File: src/rtl/gpio_irq_pkg.sv
package gpio_irq_pkg;

    typedef enum logic [3:0] {
        IDX_DOUT  = 4'd0,
        IDX_PIN   = 4'd1,
        IDX_OE    = 4'd2,
        IDX_ROUTE = 4'd3,
        IDX_IEN   = 4'd4,
        IDX_LVL   = 4'd5,
        IDX_POL   = 4'd6,
        IDX_STAT  = 4'd7
    } reg_idx_e;

    typedef enum logic [1:0] {
        ACC_WRITE = 2'd0,
        ACC_SET   = 2'd1,
        ACC_CLR   = 2'd2,
        ACC_NONE  = 2'd3
    } acc_e;

endpackage

File: src/rtl/gpio_irq_sync.sv
module gpio_irq_sync #(
    parameter int W      = 32,
    parameter int STAGES = 2
) (
    input  logic         clk,
    input  logic         rst_n,
    input  logic [W-1:0] async_in,
    output logic [W-1:0] sync_out
);
    logic [STAGES-1:0][W-1:0] chain_d, chain_q;

    always_comb begin
        chain_d[0] = async_in;
        for (int s = 1; s < STAGES; s++) begin
            chain_d[s] = chain_q[s-1];
        end
    end

    always_ff @(posedge clk or negedge rst_n) begin
        if (!rst_n) chain_q <= '0;
        else        chain_q <= chain_d;
    end

    assign sync_out = chain_q[STAGES-1];
endmodule

File: src/rtl/gpio_irq_detect.sv
module gpio_irq_detect #(
    parameter int W = 32
) (
    input  logic         clk,
    input  logic         rst_n,
    input  logic [W-1:0] level,
    input  logic [W-1:0] route,
    input  logic [W-1:0] sense_lvl,
    input  logic [W-1:0] sense_pol,
    output logic [W-1:0] hit
);
    logic [W-1:0] prev_d, prev_q;

    assign prev_d = level;

    always_ff @(posedge clk or negedge rst_n) begin
        if (!rst_n) prev_q <= '0;
        else        prev_q <= prev_d;
    end

    for (genvar i = 0; i < W; i++) begin : g_pin
        logic rise, fall, lvl_match, det;
        assign rise      = level[i] & ~prev_q[i];
        assign fall      = ~level[i] & prev_q[i];
        assign lvl_match = ~(level[i] ^ sense_pol[i]);
        assign det       = sense_lvl[i] ? lvl_match : (sense_pol[i] ? rise : fall);
        assign hit[i]    = route[i] & det;
    end
endmodule

File: src/rtl/gpio_irq_port.sv
module gpio_irq_port
    import gpio_irq_pkg::*;
#(
    parameter int N      = 32,
    parameter int ADDR_W = 6
) (
    input  logic              clk,
    input  logic              rst_n,
    input  logic              wr_en,
    input  logic [ADDR_W-1:0] addr,
    input  logic [N-1:0]      wdata,
    output logic [N-1:0]      rdata,
    input  logic [N-1:0]      pin_in,
    output logic [N-1:0]      pin_out,
    output logic [N-1:0]      pin_oe,
    output logic              irq
);
    localparam int SYNC_STAGES = 2;

    typedef struct packed {
        logic [N-1:0] dout;
        logic [N-1:0] oe;
        logic [N-1:0] route;
        logic [N-1:0] ien;
        logic [N-1:0] lvl;
        logic [N-1:0] pol;
        logic [N-1:0] stat;
    } regs_t;

    regs_t        r_d, r_q;
    logic [N-1:0] pin_sync;
    logic [N-1:0] hit;
    reg_idx_e     idx;
    acc_e         acc;

    assign idx = reg_idx_e'(addr[5:2]);
    assign acc = acc_e'(addr[1:0]);

    function automatic logic [N-1:0] apply_acc(input logic [N-1:0] cur,
                                               input logic [N-1:0] wd,
                                               input acc_e         a);
        case (a)
            ACC_WRITE: return wd;
            ACC_SET:   return cur | wd;
            ACC_CLR:   return cur & ~wd;
            default:   return cur;
        endcase
    endfunction

    gpio_irq_sync #(.W(N), .STAGES(SYNC_STAGES)) sync_i (
        .clk      (clk),
        .rst_n    (rst_n),
        .async_in (pin_in),
        .sync_out (pin_sync)
    );

    gpio_irq_detect #(.W(N)) detect_i (
        .clk       (clk),
        .rst_n     (rst_n),
        .level     (pin_sync),
        .route     (r_q.route),
        .sense_lvl (r_q.lvl),
        .sense_pol (r_q.pol),
        .hit       (hit)
    );

    always_comb begin
        r_d = r_q;
        if (wr_en) begin
            case (idx)
                IDX_DOUT:  r_d.dout  = apply_acc(r_q.dout,  wdata, acc);
                IDX_OE:    r_d.oe    = apply_acc(r_q.oe,    wdata, acc);
                IDX_ROUTE: r_d.route = apply_acc(r_q.route, wdata, acc);
                IDX_IEN:   r_d.ien   = apply_acc(r_q.ien,   wdata, acc);
                IDX_LVL:   r_d.lvl   = apply_acc(r_q.lvl,   wdata, acc);
                IDX_POL:   r_d.pol   = apply_acc(r_q.pol,   wdata, acc);
                IDX_STAT:  r_d.stat  = apply_acc(r_q.stat,  wdata, acc);
                default:   ;
            endcase
        end
        // a detection in this cycle overrides any clear of the same bit
        r_d.stat = r_d.stat | hit;
    end

    always_ff @(posedge clk or negedge rst_n) begin
        if (!rst_n) r_q <= '0;
        else        r_q <= r_d;
    end

    always_comb begin
        case (idx)
            IDX_DOUT:  rdata = r_q.dout;
            IDX_PIN:   rdata = pin_sync;
            IDX_OE:    rdata = r_q.oe;
            IDX_ROUTE: rdata = r_q.route;
            IDX_IEN:   rdata = r_q.ien;
            IDX_LVL:   rdata = r_q.lvl;
            IDX_POL:   rdata = r_q.pol;
            IDX_STAT:  rdata = r_q.stat;
            default:   rdata = '0;
        endcase
    end

    assign pin_out = r_q.dout;
    assign pin_oe  = r_q.oe;
    assign irq     = |(r_q.stat & r_q.ien);
endmodule

File: config.mk
export PLATFORM = sky130hd
export DESIGN_NAME = gpio_irq_port
export DESIGN_NICKNAME = d
export VERILOG_FILES = /design/src/rtl/gpio_irq_pkg.sv /design/src/rtl/gpio_irq_sync.sv /design/src/rtl/gpio_irq_detect.sv /design/src/rtl/gpio_irq_port.sv
export SDC_FILE = /design/constraint.sdc
export NUM_CORES = 1
export LEC_CHECK = 0
export ABC_CLOCK_PERIOD_IN_PS = 2800
export BUFFER_PORTS_ARGS = -buffer_cell sky130_fd_sc_hd__buf_2
export CAP_MARGIN = 10
export CORE_UTILIZATION = 50
export DETAILED_ROUTE_END_ITERATION = 16
export HOLD_SLACK_MARGIN = 0.06
export PLACE_DENSITY = 0.7
export REMOVE_ABC_BUFFERS = 1
export SLEW_MARGIN = 5
export SYNTH_ARGS = -nofsm -noshare
export SYNTH_HDL_FRONTEND = slang
export SYNTH_SLANG_ARGS = --single-unit
File: constraint.sdc
create_clock -name clk -period 2.8 [get_ports clk]
set_clock_uncertainty 0.1 [all_clocks]
set_input_delay 0.28 -clock clk [delete_from_list [all_inputs] [get_ports clk]]
set_output_delay 0.28 -clock clk [all_outputs]
set_load 0.005 [all_outputs]
==> Word level (Yosys, flattened, before mapping) <==
Index checks and enable logic that the tools add are counted.
W data, S select, Z words.
{ "totals": {"register_bits": 320, "latchBits": 0, "ramBits": 0, "rom_bits": 0, "in_bits": 73, "out_inout_bits": 97, "elab_cells": 344, "memories": 0} }
{ "op_classes": {"add_sub_neg": 0, "multipliers": 0, "div_mod_pow": 0, "n_lt_le_gt_ge": 0, "n_eq_ne": 9, "shifts": 0, "muxes": 74, "bitwise_logic": 241, "reduce_logical": 10} }
{ "ops": {"columns": ["cell", "n"], "rows": [
  ["$pmux W32 S3", 7],
  ["$and A32 B32 Y32", 8],
  ["$or A32 B32 Y32", 8],
  ["$pmux W32 S8", 1],
  ["$and A1 B1 Y1", 96],
  ["$not A1 Y1", 96],
  ["$mux W1", 64],
  ["$mux W32", 2],
  ["$not A32 Y32", 1],
  ["$reduce_or A32 Y1", 1],
  ["$xor A1 B1 Y1", 32],
  ["$reduce_and A3 Y1", 6],
  ["$eq A4 B3 Y1 const B", 4],
  ["$eq A4 B2 Y1 const B", 2],
  ["$eq A4 B1 Y1 const B", 1],
  ["$logic_not A4 Y1", 1],
  ["$reduce_bool A3 Y1", 1],
  ["$eq A2 B1 Y1 const B", 1],
  ["$eq A2 B2 Y1 const B", 1],
  ["$logic_not A2 Y1", 1]
]} }

==> Depth between registers and ports, before layout <==
Gate-level depths: netlist (run 1).
{ "depth": {"depth_word": 6, "mapped_depth": 8, "mapped_depth_nobuf": 5} }

==> By module <==
Synthesis (run 1) repeated with hierarchy kept, for this count alone.
{ "unflattened": {"cells_unflattened": 1456, "area_unflattened_um2": 15053.2} }
{ "by_module_without_submodules": {"columns": ["mod", "n_inst", "cells_each", "area_per_inst_um2", "seq_area_each_um2"], "rows": [
  ["gpio_irq_port", 1, 1200, 11770.0, 5605.4],
  ["gpio_irq_detect", 1, 192, 1681.6, 800.8],
  ["gpio_irq_sync", 1, 64, 1601.5, 1601.5]
]} }

==> Least setup slack after synthesis (run 1) <==
No wires, ideal clock.
{ "synth_timing": {"path_type": "in2reg", "from": "input addr[0]", "to": "register r_q[95] (netlist name)", "setup_ps": 137, "arrival_ps": 1755, "t_required_ps": 2563, "slack_ps": 808, "cell_stages": 6, "path_buffers": 2, "cell_sequence": "inv_1 ha_1 clkbuf_1 clkbuf_1 mux2i_1 a21oi_1"} }
{ "synth_between": {"elab_chain_cells": 3, "word_cells_on_any_way": 6, "cone_classes": "eq/ne (2); mux (1); reduce/logical (3)"} }
{ "synth_rtl": {"columns": ["element", "line_no", "source"], "rows": [
  ["start: declaration", "gpio_irq_port.sv:10", "input logic [ADDR_W-1:0] addr,"],
  ["$eq A2 B2 Y1, or another cell as far along", "gpio_irq_port.sv:42", "case (a)"],
  ["$reduce_bool A3 Y1 (no line)", null, null],
  ["$reduce_and A3 Y1 (no line)", null, null],
  ["end signal: assignment", "gpio_irq_port.sv:87", "else r_q <= r_d;"],
  ["end: declaration", "gpio_irq_port.sv:30", "regs_t r_d, r_q;"]
]} }
Parallel ways exist; a longest one is shown, timed or not.
A chain may end at the register's enable or synchronous reset.

==> Worst setup path in the final report (run 1) <==
{ "layout_timing": {"from": "register r_q[26] (netlist name)", "to": "output irq"} }
{ "layout_between": {"elab_chain_cells": 2} }
{ "layout_rtl": {"columns": ["element", "line_no", "source"], "rows": [
  ["$and A32 B32 Y32", "gpio_irq_port.sv:106", "assign irq = |(r_q.stat & r_q.ien);"],
  ["$reduce_or A32 Y1", "gpio_irq_port.sv:106", null],
  ["end: declaration", "gpio_irq_port.sv:16", "output logic irq"]
]} }
No other way between the ends.

==> summary.txt, run 1 <==
Power
  – Logic pwr share: 0.192
  – Sw Ratio: 0.305
  – Internal: 9.81 mW
  – Leakage power: 8.00 nW
  – Worst vdd ir: 0.416 mV
  – Clock Power Share: 0.338
  – Pwr per Cell Area: 801 nW/um^2
  – Seq pwr share: 0.470
  – P_sw: 4.30 mW

Placement
  – I/O Buffers: 169
  – Post-DP HPWL: 25,200 um
  – GPL Wtd Cong: 0.842

Critical path
  – Top Family by Delay on Critical Path: simple AND/OR/NAND/NOR gates
  – Required @ worst endpoint: 2420 ps
  – Sum of buffers and inverters on the critical path: 1
  – Worst EP arrival: 2250 ps
  – Slowest CP cell: or4_1
  – CP startpoint kind: register
  – Max Fanout on Critical Path: 4
  – R2R Setup Slk: 1630 ps
  – CP cell instances: a22oi_1 -> nand4_1 -> or4_1 -> buf_2
  – Worst reg-to-reg path cell count: 3
  – RR Startpoint: r_q[41]
  – Setup CP Type: register to primary output
  – Slowest stage delay, CP: 620 ps
  – CP Capture Type: primary output
  – Critical R2R Capture: r_q[9]

Timing
  – RSZ-0062 raised after global routing: false
  – Final period util: 0.939
  – Final Hold Fails: 0
  – Worst hold margin: 177 ps
  – Final Setup Violations: 0
  – Fin crit period: 2630 ps
  – Slew @ Worst Pin: 1210 ps
  – Fmax: 380 MHz
  – Max_slew headroom: 0.192
  – Final Max Slew Viols: 0
  – Fin Setup TNS: 0 ps

Yosys
  – Yosys reg bits: 320
  – Top-count cell post-synth: a21oi_1
  – Main flop type after synthesis: dfrtp_1
  – Commonest cells in the netlist: a21oi_1 (385), dfrtp_1 (320), a22oi_1 (78)
  – Post-Syn Area per Cell: 10.6 sq um
  – Post-synth EDFFs: 0
  – Post-Synthesis Cells: 1,424
  – Post-synthesis sequential area ratio: 0.532
  – Yosys cell types: 43
  – Top post-synthesis cells by area: dfrtp_1 (53%), a21oi_1 (13%), a22oi_1 (3.9%), buf_4 (3.4%), a211oi_2 (2.4%)
  – Area share of the largest cell type after synthesis: 0.532
  – Area leader, netlist: dfrtp_1
  – Async SR Flop Fraction: 1.00
  – Yosys warns: 0
  – Mapped cell area: 15,000 sq um

Hold path
  – Hold Crit Class: input pin to async pin

Clocking
  – PostCTS Resize Cnt: 0
  – H-tree depth: 2
  – Clock latency on the worst-skew pair: 520 ps
  – Cts bufs inserted: 35
  – TritonCTS clock tree: built
  – Clk sinks: 320
  – Max Root-Sink Buffers: 3
  – CTS root buffer: clkbuf_16
  – Reg clk slew, reported paths: 60 ps

Floorplanning
  – CORE AREA: 29,600 sq um
  – I/O pins: 170
  – Die height: 175 um
  – Die Wd: 175 um
  – Die area: 30,800 sq um
  – Initial core utilization: 0.507
  – Row count: 63

Global route
  – GR Overflow Total: 0
  – Vias in the first global route: 11.7k
  – First-pass GRT wire length: 65,600 um
  – Tot GR Track Use: 0.273
  – Largest net degree at the start of global routing: 85
  – Initial antenna violation count: 1

Detailed routing
  – Iteration-0 DRC Markers: 1,405
  – DRC: 0
  – Final WL: 41,900 um
  – DR pass1 iterations: 7
  – Mean routed wirelength per cell: 21.5 um
  – Via density: 6.16
  – Via count: 12.0k
  – Post-route ant nets: 0

Layout
  – Final Util: 0.594
  – Layout cell share with drive strength beyond 1: 0.197
  – Syn-to-layout area delta: 17.1%
  – Nets: 1,614
  – Filler cell count: 2,500

Outcome
  – Status: completed

Job
  – MaxCap Viol Count: 0
worst max-delay path by stage:
stage	from	end	slack (ps)	cells after the start
after global placement	addr[3]	rdata[18]	360	6
after detailed placement	addr[3]	rdata[18]	330	6
after CTS	r_q[26]	irq	180	4
final	r_q[26]	irq	170	4
after global routing	addr[3]	rdata[18]	150	6
after floorplan	addr[0]	r_q[32]	-3490	5
cell type report:
cell class,count,area (sq um),share of cell area
flip-flops and latches,320,8010,0.455
inverters,34,128,0.00724
well taps,390,488,0.0277
diodes,1,2.50,0.000142
repair buffers,266,1900,0.108
clock inverters,8,109,0.00618
multi-input cells,880,5880,0.334
clock buffers,53,1100,0.0627
cells in the final DEF, fill, tap and decap left out, types with 2 or more instances in the layout:
master	n
a21oi_1	385
clkbuf_1	3
nor4_4	2
mux2i_1	33
o31ai_1	31
nand3b_1	2
nand3_1	32
a22o_1	31
nand4_1	4
bufinv_16	2
a221oi_1	2
xor2_1	32
dfrtp_1	320
a211oi_1	2
ha_1	3
buf_2	168
nor2_4	4
nor3_2	2
clkbuf_16	36
inv_1	34
a21o_1	32
o211ai_1	33
and3b_2	2
a211oi_2	29
buf_12	12
clkbuf_8	14
a222oi_1	31
nor4b_4	2
xnor2_1	32
nor2_1	62
clkinv_2	3
a22oi_1	78
dlygate4sd3_1	65
buf_4	20
through the flow:
step	cell area (sq um)	power, mW	setup WS (ps)	cells
after floorplan	13900	8.05	-3490	1234
after global placement	15800	9.17	356	1825
after detailed placement	15800	9.30	328	1825
after CTS	17600	14.2	175	1951
after global routing	17600	14.8	149	1952
final	17600	14.1	170	1952
power by group through the flow:
stage	clock network [mW]	logic [mW]	registers [mW]
6_report	4.77	2.72	6.63
5_1_grt	5.01	3.04	6.76
4_1_cts	4.83	2.72	6.60
3_5_place_dp	0	2.64	6.66
3_3_place_gp	0	2.53	6.64
2_1_floorplan	0	1.64	6.41
logic make-up (layout without fill, tap and decap cells):
family | Yosys count | count (layout) | share of synthesized area
AOI/OAI and AO/OA | 655 | 655 | 0.280
xor gates and xnor gates | 64 | 64 | 0.0373
adders and majority gates | 4 | 4 | 0.00333
buffers and inverters | 224 | 361 | 0.0811
DFF | 320 | 320 | 0.532
muxes | 33 | 33 | 0.0220
other | 0 | 1 | 0
and+or+nand+nor | 124 | 124 | 0.0435
layer usage:
| layer | GRT usage | vias up | wire length [um] |
|---|---|---|---|
| li1 | - | 5421 | - |
| met1 | 0.394 | 5958 | 18200 |
| met5 | 0 | - | 0 |
| met2 | 0.420 | 569 | 19200 |
| met3 | 0.0442 | 82 | 3570 |
| met4 | 0.0877 | 0 | 944 |
flip-flops by register name, summed over array words and instances (netlist names):
name             flops
sync_i.chain_d      32
detect_i.prev_q     32
sync_i.sync_out     32
pin_oe              32
pin_out             32
r_q                160
what timing repair did:
item,CTS,global route
hold buffers,65,0
setup buffers,0,0
hold endpoints to repair,345,0
Note: power is estimated with default switching activity, not from simulation.
==> inputs of run 2 (changes only) <==
--- a/config.mk
+++ b/config.mk
@@ -5,13 +5,14 @@
 export SDC_FILE = /design/constraint.sdc
 export NUM_CORES = 1
 export LEC_CHECK = 0
+export ABC_AREA = 1
 export ABC_CLOCK_PERIOD_IN_PS = 2800
 export BUFFER_PORTS_ARGS = -buffer_cell sky130_fd_sc_hd__buf_2
 export CAP_MARGIN = 10
 export CORE_UTILIZATION = 50
 export DETAILED_ROUTE_END_ITERATION = 16
 export HOLD_SLACK_MARGIN = 0.06
-export PLACE_DENSITY = 0.7
+export PLACE_DENSITY = 0.69
 export REMOVE_ABC_BUFFERS = 1
 export SLEW_MARGIN = 5
 export SYNTH_ARGS = -nofsm -noshare
==> summary.txt, run 2 <==
Placement
  – I/O Buffers: 169 (unchanged)
  – Dpl ws: 627 ps (was 328 ps)
  – Placed cell area: 19,400 sq um (was 15,800 sq um)
  – Dpl cells: 3,189 (was 1,825)
  – GPL Wtd Cong: 0.879 (was 0.842)
  – Post-DP HPWL: 37,400 um (was 25,200 um)

Yosys
  – Yosys cell types: 15 (was 43)
  – Area leader, netlist: dfrtp_1 (unchanged)
  – Yosys warns: 0 (unchanged)
  – Mapped cell area: 18,400 sq um (was 15,000 sq um)
  – Post-Syn Area per Cell: 6.73 sq um (was 10.6 sq um)
  – Top post-synthesis cells by area: dfrtp_1 (43%), nand2_1 (23%), o21ai_0 (12%), nand3_1 (8.0%), nor2_1 (2.9%) (was dfrtp_1 (53%), a21oi_1 (13%), a22oi_1 (3.9%), buf_4 (3.4%), a211oi_2 (2.4%))
  – Yosys reg bits: 320 (unchanged)
  – Async SR Flop Fraction: 1.00 (unchanged)
  – Main flop type after synthesis: dfrtp_1 (unchanged)
  – Post-synth EDFFs: 0 (unchanged)
  – Area share of the largest cell type after synthesis: 0.435 (was 0.532)
  – Top-count cell post-synth: nand2_1 (was a21oi_1)
  – Post-Synthesis Cells: 2,737 (was 1,424)
  – Post-synthesis sequential area ratio: 0.435 (was 0.532)
  – Commonest cells in the netlist: nand2_1 (1,115), o21ai_0 (446), dfrtp_1 (320) (was a21oi_1 (385), dfrtp_1 (320), a22oi_1 (78))

Global route
  – Initial antenna violation count: 1 (unchanged)
  – GR Overflow Total: 0 (unchanged)
  – Largest net degree at the start of global routing: 193 (was 85)
  – First-pass GRT wire length: 98,100 um (was 65,600 um)
  – Tot GR Track Use: 0.328 (was 0.273)
  – Vias in the first global route: 17.7k (was 11.7k)

Detailed routing
  – Via count: 19.0k (was 12.0k)
  – Mean routed wirelength per cell: 18.7 um (was 21.5 um)
  – Final WL: 61,800 um (was 41,900 um)
  – Post-route ant nets: 0 (unchanged)
  – DRC: 0 (unchanged)
  – DR pass1 iterations: 6 (was 7)
  – Iteration-0 DRC Markers: 2,146 (was 1,405)
  – Via density: 5.74 (was 6.16)

Power
  – Leakage power: 11.5 nW (was 8.00 nW)
  – Pwr per Cell Area: 670 nW/um^2 (was 801 nW/um^2)
  – Overall Power: 14.2 mW (was 14.1 mW)
  – Logic pwr share: 0.193 (was 0.192)
  – P_sw: 4.55 mW (was 4.30 mW)
  – Worst vdd ir: 0.523 mV (was 0.416 mV)
  – Sw Ratio: 0.319 (was 0.305)
  – Seq pwr share: 0.436 (was 0.470)
  – Clock Power Share: 0.371 (was 0.338)
  – Internal: 9.69 mW (was 9.81 mW)

Layout
  – Most frequent cells in the layout: nand2_1 (1,115), o21ai_0 (446), dfrtp_1 (320) (was a21oi_1 (385), dfrtp_1 (320), buf_2 (168))
  – Finished Layout Cells: 3,310 (was 1,952)
  – Design area: 21,300 sq um (was 17,600 sq um)
  – Nets: 2,899 (was 1,614)
  – Layout cell share with drive strength beyond 1: 0.108 (was 0.197)
  – Final Util: 0.592 (was 0.594)
  – Max reg flops: 160 (unchanged)
  – Top reg by flops: r_q (unchanged)
  – Leading cell type in the layout, fill and taps excluded: nand2_1 (was a21oi_1)
  – Syn-to-layout area delta: 15.4% (was 17.1%)
  – Filler cell count: 3,366 (was 2,500)

Timing
  – Max_slew headroom: 0.467 (was 0.192)
  – Final Setup Violations: 0 (unchanged)
  – Fin crit period: 2260 ps (was 2630 ps)
  – Fin Setup TNS: 0 ps (unchanged)
  – Fin worst setup slack: 544 ps (was 170 ps)
  – Final period util: 0.806 (was 0.939)
  – Final Max Slew Viols: 0 (unchanged)
  – Final Hold Fails: 0 (unchanged)
  – RSZ-0062 raised after global routing: false (unchanged)
  – Slew @ Worst Pin: 799 ps (was 1210 ps)
  – Fmax: 443 MHz (was 380 MHz)
  – Worst hold margin: 77.3 ps (was 177 ps)

Critical path
  – Worst reg-to-reg path cell count: 8 (was 3)
  – Max Fanout on Critical Path: 3 (was 4)
  – Critical R2R Capture: r_q[30] (was r_q[9])
  – Setup CP Type: register to primary output (unchanged)
  – CP Capture Type: primary output (unchanged)
  – Required @ worst endpoint: 2420 ps (about the same)
  – Critical path launch point: r_q[29] (was r_q[26])
  – R2R Setup Slk: 1720 ps (was 1630 ps)
  – CP startpoint kind: register (unchanged)
  – RR Startpoint: r_q[94] (was r_q[41])
  – Worst EP arrival: 1880 ps (was 2250 ps)

Clocking
  – Max Root-Sink Buffers: 3 (unchanged)
  – TritonCTS clock tree: built (unchanged)
  – Cts bufs inserted: 38 (was 35)
  – Clock latency on the worst-skew pair: 560 ps (was 520 ps)
  – Postcts setup bufs: 0 (unchanged)
  – Reg clk slew, reported paths: 60 ps (about the same)
  – Post-CTS Hold Buffers: 54 (was 65)
  – PostCTS Resize Cnt: 0 (unchanged)
  – CTS root buffer: clkbuf_16 (unchanged)
  – H-tree depth: 2 (unchanged)
  – Clk sinks: 320 (unchanged)

Hold path
  – Worst Min Path Start: wdata[13]
  – WHS Path Cells: 5
  – Hold Path End: r_q[13]
  – Hold Crit Class: input pin to register (was input pin to async pin)

Floorplanning
  – CORE AREA: 35,900 sq um (was 29,600 sq um)
  – Die Wd: 194 um (was 175 um)
  – Row count: 69 (was 63)
  – Die area: 37,600 sq um (was 30,800 sq um)
  – I/O pins: 170 (unchanged)
  – Initial core utilization: 0.513 (was 0.507)
  – Die height: 194 um (was 175 um)

Outcome
  – Status: completed (unchanged)

Job
  – MaxCap Viol Count: 0 (unchanged)
==> run 2: changes by cell type after synthesis, moves of 78 or more <==
cell and change:
nand2_1 +1114, o21ai_0 +445, a21oi_1 -353, nand3_1 +261
inv_1 +102, a22oi_1 -78, nor2_1 +78
==> run 2: final cells by class <==
class	instances	area, sq um	share of cell area
multi-input cells	2037	8750	0.412
flip-flops and latches	320	8010	0.377
repair buffers	278	2050	0.0963
clock buffers	59	1180	0.0557
well taps	461	577	0.0271
inverters	147	552	0.0260
clock inverters	7	135	0.00636
diodes	1	2.50	0.000118
==> run 2: kinds of logic after synthesis <==
| group | share of synthesized area |
|---|---|
| AO/OA/AOI/OAI | 0.130 |
| adder cells (fa/ha/maj) | 0.00272 |
| buffers and inverters | 0.0953 |
| flip-flops | 0.435 |
| AND/OR/NAND/NOR | 0.338 |
==> run 2: per-layer routing <==
layer / vias up / GRT usage / part of all wire
li1: 8866 / - / -
met1: 8950 / 0.440 / 0.41
met2: 1057 / 0.539 / 0.47
met3: 134 / 0.0565 / 0.097
met4: 2 / 0.107 / 0.026
met5: - / 0 / 0.00021
==> run 2: how the worst max path moves through the flow <==
stage	depth (start not counted)	end
CTS	7	irq
global placement	9	rdata[26]
detailed placement	10	r_q[28]
global route	7	irq
floorplan	5	pin_out[0]
finish	7	irq
==> run 2: worst max-delay path, stage by stage, from the launching register on <==
cell and delay (ps):
dfrtp_1 410, nand2_1 80, nand2_1 60, nor2_1 230
nand2_1 80, nor2_1 180, nand2_1 130, buf_2 150
==> run 2: power groups by stage <==
stage          Sequential, mW  Combinational, mW  Clock, mW
6_report                 6.21               2.75       5.29
5_1_grt                  6.32               3.13       5.51
2_1_floorplan            6.04               1.58          0
3_3_place_gp             6.22               2.57          0
4_1_cts                  6.18               2.73       5.35
3_5_place_dp             6.25               2.65          0
==> inputs of run 3 (changes only) <==
--- a/config.mk
+++ b/config.mk
@@ -6,7 +6,7 @@
 export NUM_CORES = 1
 export LEC_CHECK = 0
 export ABC_AREA = 1
-export ABC_CLOCK_PERIOD_IN_PS = 2800
+export ABC_CLOCK_PERIOD_IN_PS = 2200
 export BUFFER_PORTS_ARGS = -buffer_cell sky130_fd_sc_hd__buf_2
 export CAP_MARGIN = 10
 export CORE_UTILIZATION = 50
==> constraint.sdc (replaced) <==
create_clock -name clk -period 2.2 [get_ports clk]
set_clock_uncertainty 0.1 [all_clocks]
set_input_delay 0.22 -clock clk [delete_from_list [all_inputs] [get_ports clk]]
set_output_delay 0.22 -clock clk [all_outputs]
set_load 0.005 [all_outputs]
==> summary.txt, run 3 (synthesized netlist as in run 2, its figures left out) <==
Timing
  – Fin Setup TNS: 0 ps (unchanged)
  – Slew @ Worst Pin: 655 ps (was 799 ps)
  – Final Setup Violations: 0 (unchanged)
  – Final period util: 0.972
  – Fin crit period: 2140 ps
  – Final Hold Fails: 0 (unchanged)
  – Fin worst setup slack: 62.3 ps (was 544 ps)
  – Worst hold margin: 78.8 ps (was 77.3 ps)
  – RSZ-0062 raised after global routing: false (unchanged)
  – Final Max Slew Viols: 0 (unchanged)
  – Max_slew headroom: 0.562 (was 0.467)
  – Fmax: 468 MHz

Layout
  – Top reg by flops: r_q (unchanged)
  – Most frequent cells in the layout: nand2_1 (1,115), o21ai_0 (446), dfrtp_1 (320) (unchanged)
  – Design area: 21,600 sq um (was 21,300 sq um)
  – Layout cell share with drive strength beyond 1: 0.114 (was 0.108)
  – Nets: 2,925 (was 2,899)
  – Finished Layout Cells: 3,335 (was 3,310)
  – Leading cell type in the layout, fill and taps excluded: nand2_1 (unchanged)
  – Max reg flops: 160 (unchanged)
  – Ant diodes: 0 (was 1)
  – Syn-to-layout area delta: 17.0% (was 15.4%)

Global route
  – Initial antenna violation count: 0 (was 1)
  – Tot GR Track Use: 0.328 (about the same)
  – Largest net degree at the start of global routing: 64 (was 193)
  – Vias in the first global route: 17.7k (about the same)
  – First-pass GRT wire length: 97,200 um (was 98,100 um)
  – GR Overflow Total: 0 (unchanged)

Detailed routing
  – DRC: 0 (unchanged)
  – Iteration-0 DRC Markers: 1,869 (was 2,146)
  – DR pass1 iterations: 5 (was 6)
  – Final WL: 62,000 um (was 61,800 um)
  – Post-route ant nets: 0 (unchanged)
  – Via density: 5.72 (was 5.74)
  – Via count: 19.1k (was 19.0k)
  – Mean routed wirelength per cell: 18.6 um (was 18.7 um)

Critical path
  – CP cell instances: nand2_1 -> nand2_1 -> nor2_2 -> nand2_1 -> nor2_2 -> nand2_1 -> buf_2 (was nand2_1 -> nand2_1 -> nor2_1 -> nand2_1 -> nor2_1 -> nand2_1 -> buf_2)
  – Most frequent CP cell: nand2_1 (unchanged)
  – CP startpoint kind: register (unchanged)
  – R2R Setup Slk: 1080 ps (was 1720 ps)
  – Worst reg-to-reg path cell count: 4 (was 8)
  – Sum of buffers and inverters on the critical path: 1 (unchanged)
  – Setup CP Type: register to primary output (unchanged)
  – Critical R2R Capture: r_q[74] (was r_q[30])
  – RR Startpoint: r_q[74] (was r_q[94])
  – Slowest CP cell: dfrtp_1 (unchanged)
  – Slowest stage delay, CP: 410 ps (about the same)
  – Top Family by Delay on Critical Path: simple AND/OR/NAND/NOR gates (unchanged)
  – Max Fanout on Critical Path: 4 (was 3)
  – Required @ worst endpoint: 1880 ps (was 2420 ps)
  – CP Capture Type: primary output (unchanged)
  – Worst EP arrival: 1820 ps (was 1880 ps)

Placement
  – GPL Wtd Cong: 0.895 (was 0.879)
  – Post-DP HPWL: 38,200 um (was 37,400 um)
  – Placed cell area: 19,700 sq um (was 19,400 sq um)
  – Dpl cells: 3,206 (was 3,189)
  – I/O Buffers: 169 (unchanged)
  – Dpl ws: 231 ps (was 627 ps)

Floorplanning
  – Row count: 69 (unchanged)
  – Die height: 194 um (unchanged)
  – Die area: 37,600 sq um (unchanged)
  – CORE AREA: 35,900 sq um (unchanged)
  – Die Wd: 194 um (unchanged)
  – Initial core utilization: 0.513 (unchanged)
  – I/O pins: 170 (unchanged)

Hold path
  – WHS Path Cells: 5 (unchanged)
  – Hold Crit Class: input pin to register (unchanged)
  – Worst Min Path Start: wdata[30] (was wdata[13])
  – Hold Path End: r_q[158] (was r_q[13])

Power
  – Leakage power: 11.6 nW (was 11.5 nW)
  – Pwr per Cell Area: 826 nW/um^2 (was 670 nW/um^2)
  – Worst vdd ir: 0.781 mV (was 0.523 mV)

Clocking
  – Clock latency on the worst-skew pair: 560 ps (about the same)
  – Max Root-Sink Buffers: 3 (unchanged)
  – H-tree depth: 2 (unchanged)
  – Cts bufs inserted: 37 (was 38)
  – TritonCTS clock tree: built (unchanged)
  – Clk sinks: 320 (unchanged)
  – CTS root buffer: clkbuf_16 (unchanged)
  – Reg clk slew, reported paths: 60 ps (about the same)

Outcome
  – Status: completed (unchanged)

Job
  – MaxCap Viol Count: 0 (unchanged)
[run 3: how the worst max path moves through the flow]
stage,startpoint,end,slack [ps],cells after the start
after floorplan,addr[4],pin_out[0],-5070,5
after global placement,addr[0],r_q[41],260,8
after detailed placement,addr[0],r_q[41],230,8
final,r_q[114],irq,60,7
after global routing,r_q[124],irq,20,7
after CTS,r_q[114],irq,2,7
[run 3: worst reg2reg max path, cell delays in order, from the launching register on]
cell and delay (ps):
dfrtp_1 410, o21ai_0 220, o21ai_0 150, nand2_1 80, nand2_1 50
[run 3: power breakdown]
| part | leakage (nW) | internal, mW | switching, mW |
|---|---|---|---|
| Clock | 0.607 | 3.75 | 2.55 |
| Combinational | 7.02 | 1.39 | 2.20 |
| Sequential | 3.96 | 6.86 | 1.04 |
[run 3: final cells by class]
cell class,instances,area (sq um)
timing repair buffer,305,2440
clock buffer,56,1120
sequential,320,8010
inverter,147,552
clock inverter,9,105
tap,461,577
fill,3298,14400
multi-input combinational,2037,8760
[run 3: per-layer routing]
layer,global-route usage,vias up,part of all wire
li1,-,8927,-
met1,0.444,9016,0.41
met2,0.527,1004,0.46
met3,0.0597,140,0.093
met4,0.121,0,0.030
met5,0,-,0
[run 3: stage by stage]
step | total power, mW | util
2_1_floorplan | 9.71 | -
3_3_place_gp | 11.2 | 0.548
3_5_place_dp | 11.4 | 0.548
4_1_cts | 17.8 | 0.600
5_1_grt | 18.7 | 0.600
6_report | 17.8 | 0.600
[run 3: repair_timing]
action,in CTS,in global routing
setup buffers,0,0
resized for setup,2,1
endpoints found under the hold margin,383,0
endpoints found under the setup margin,1,1
hold buffers,64,0
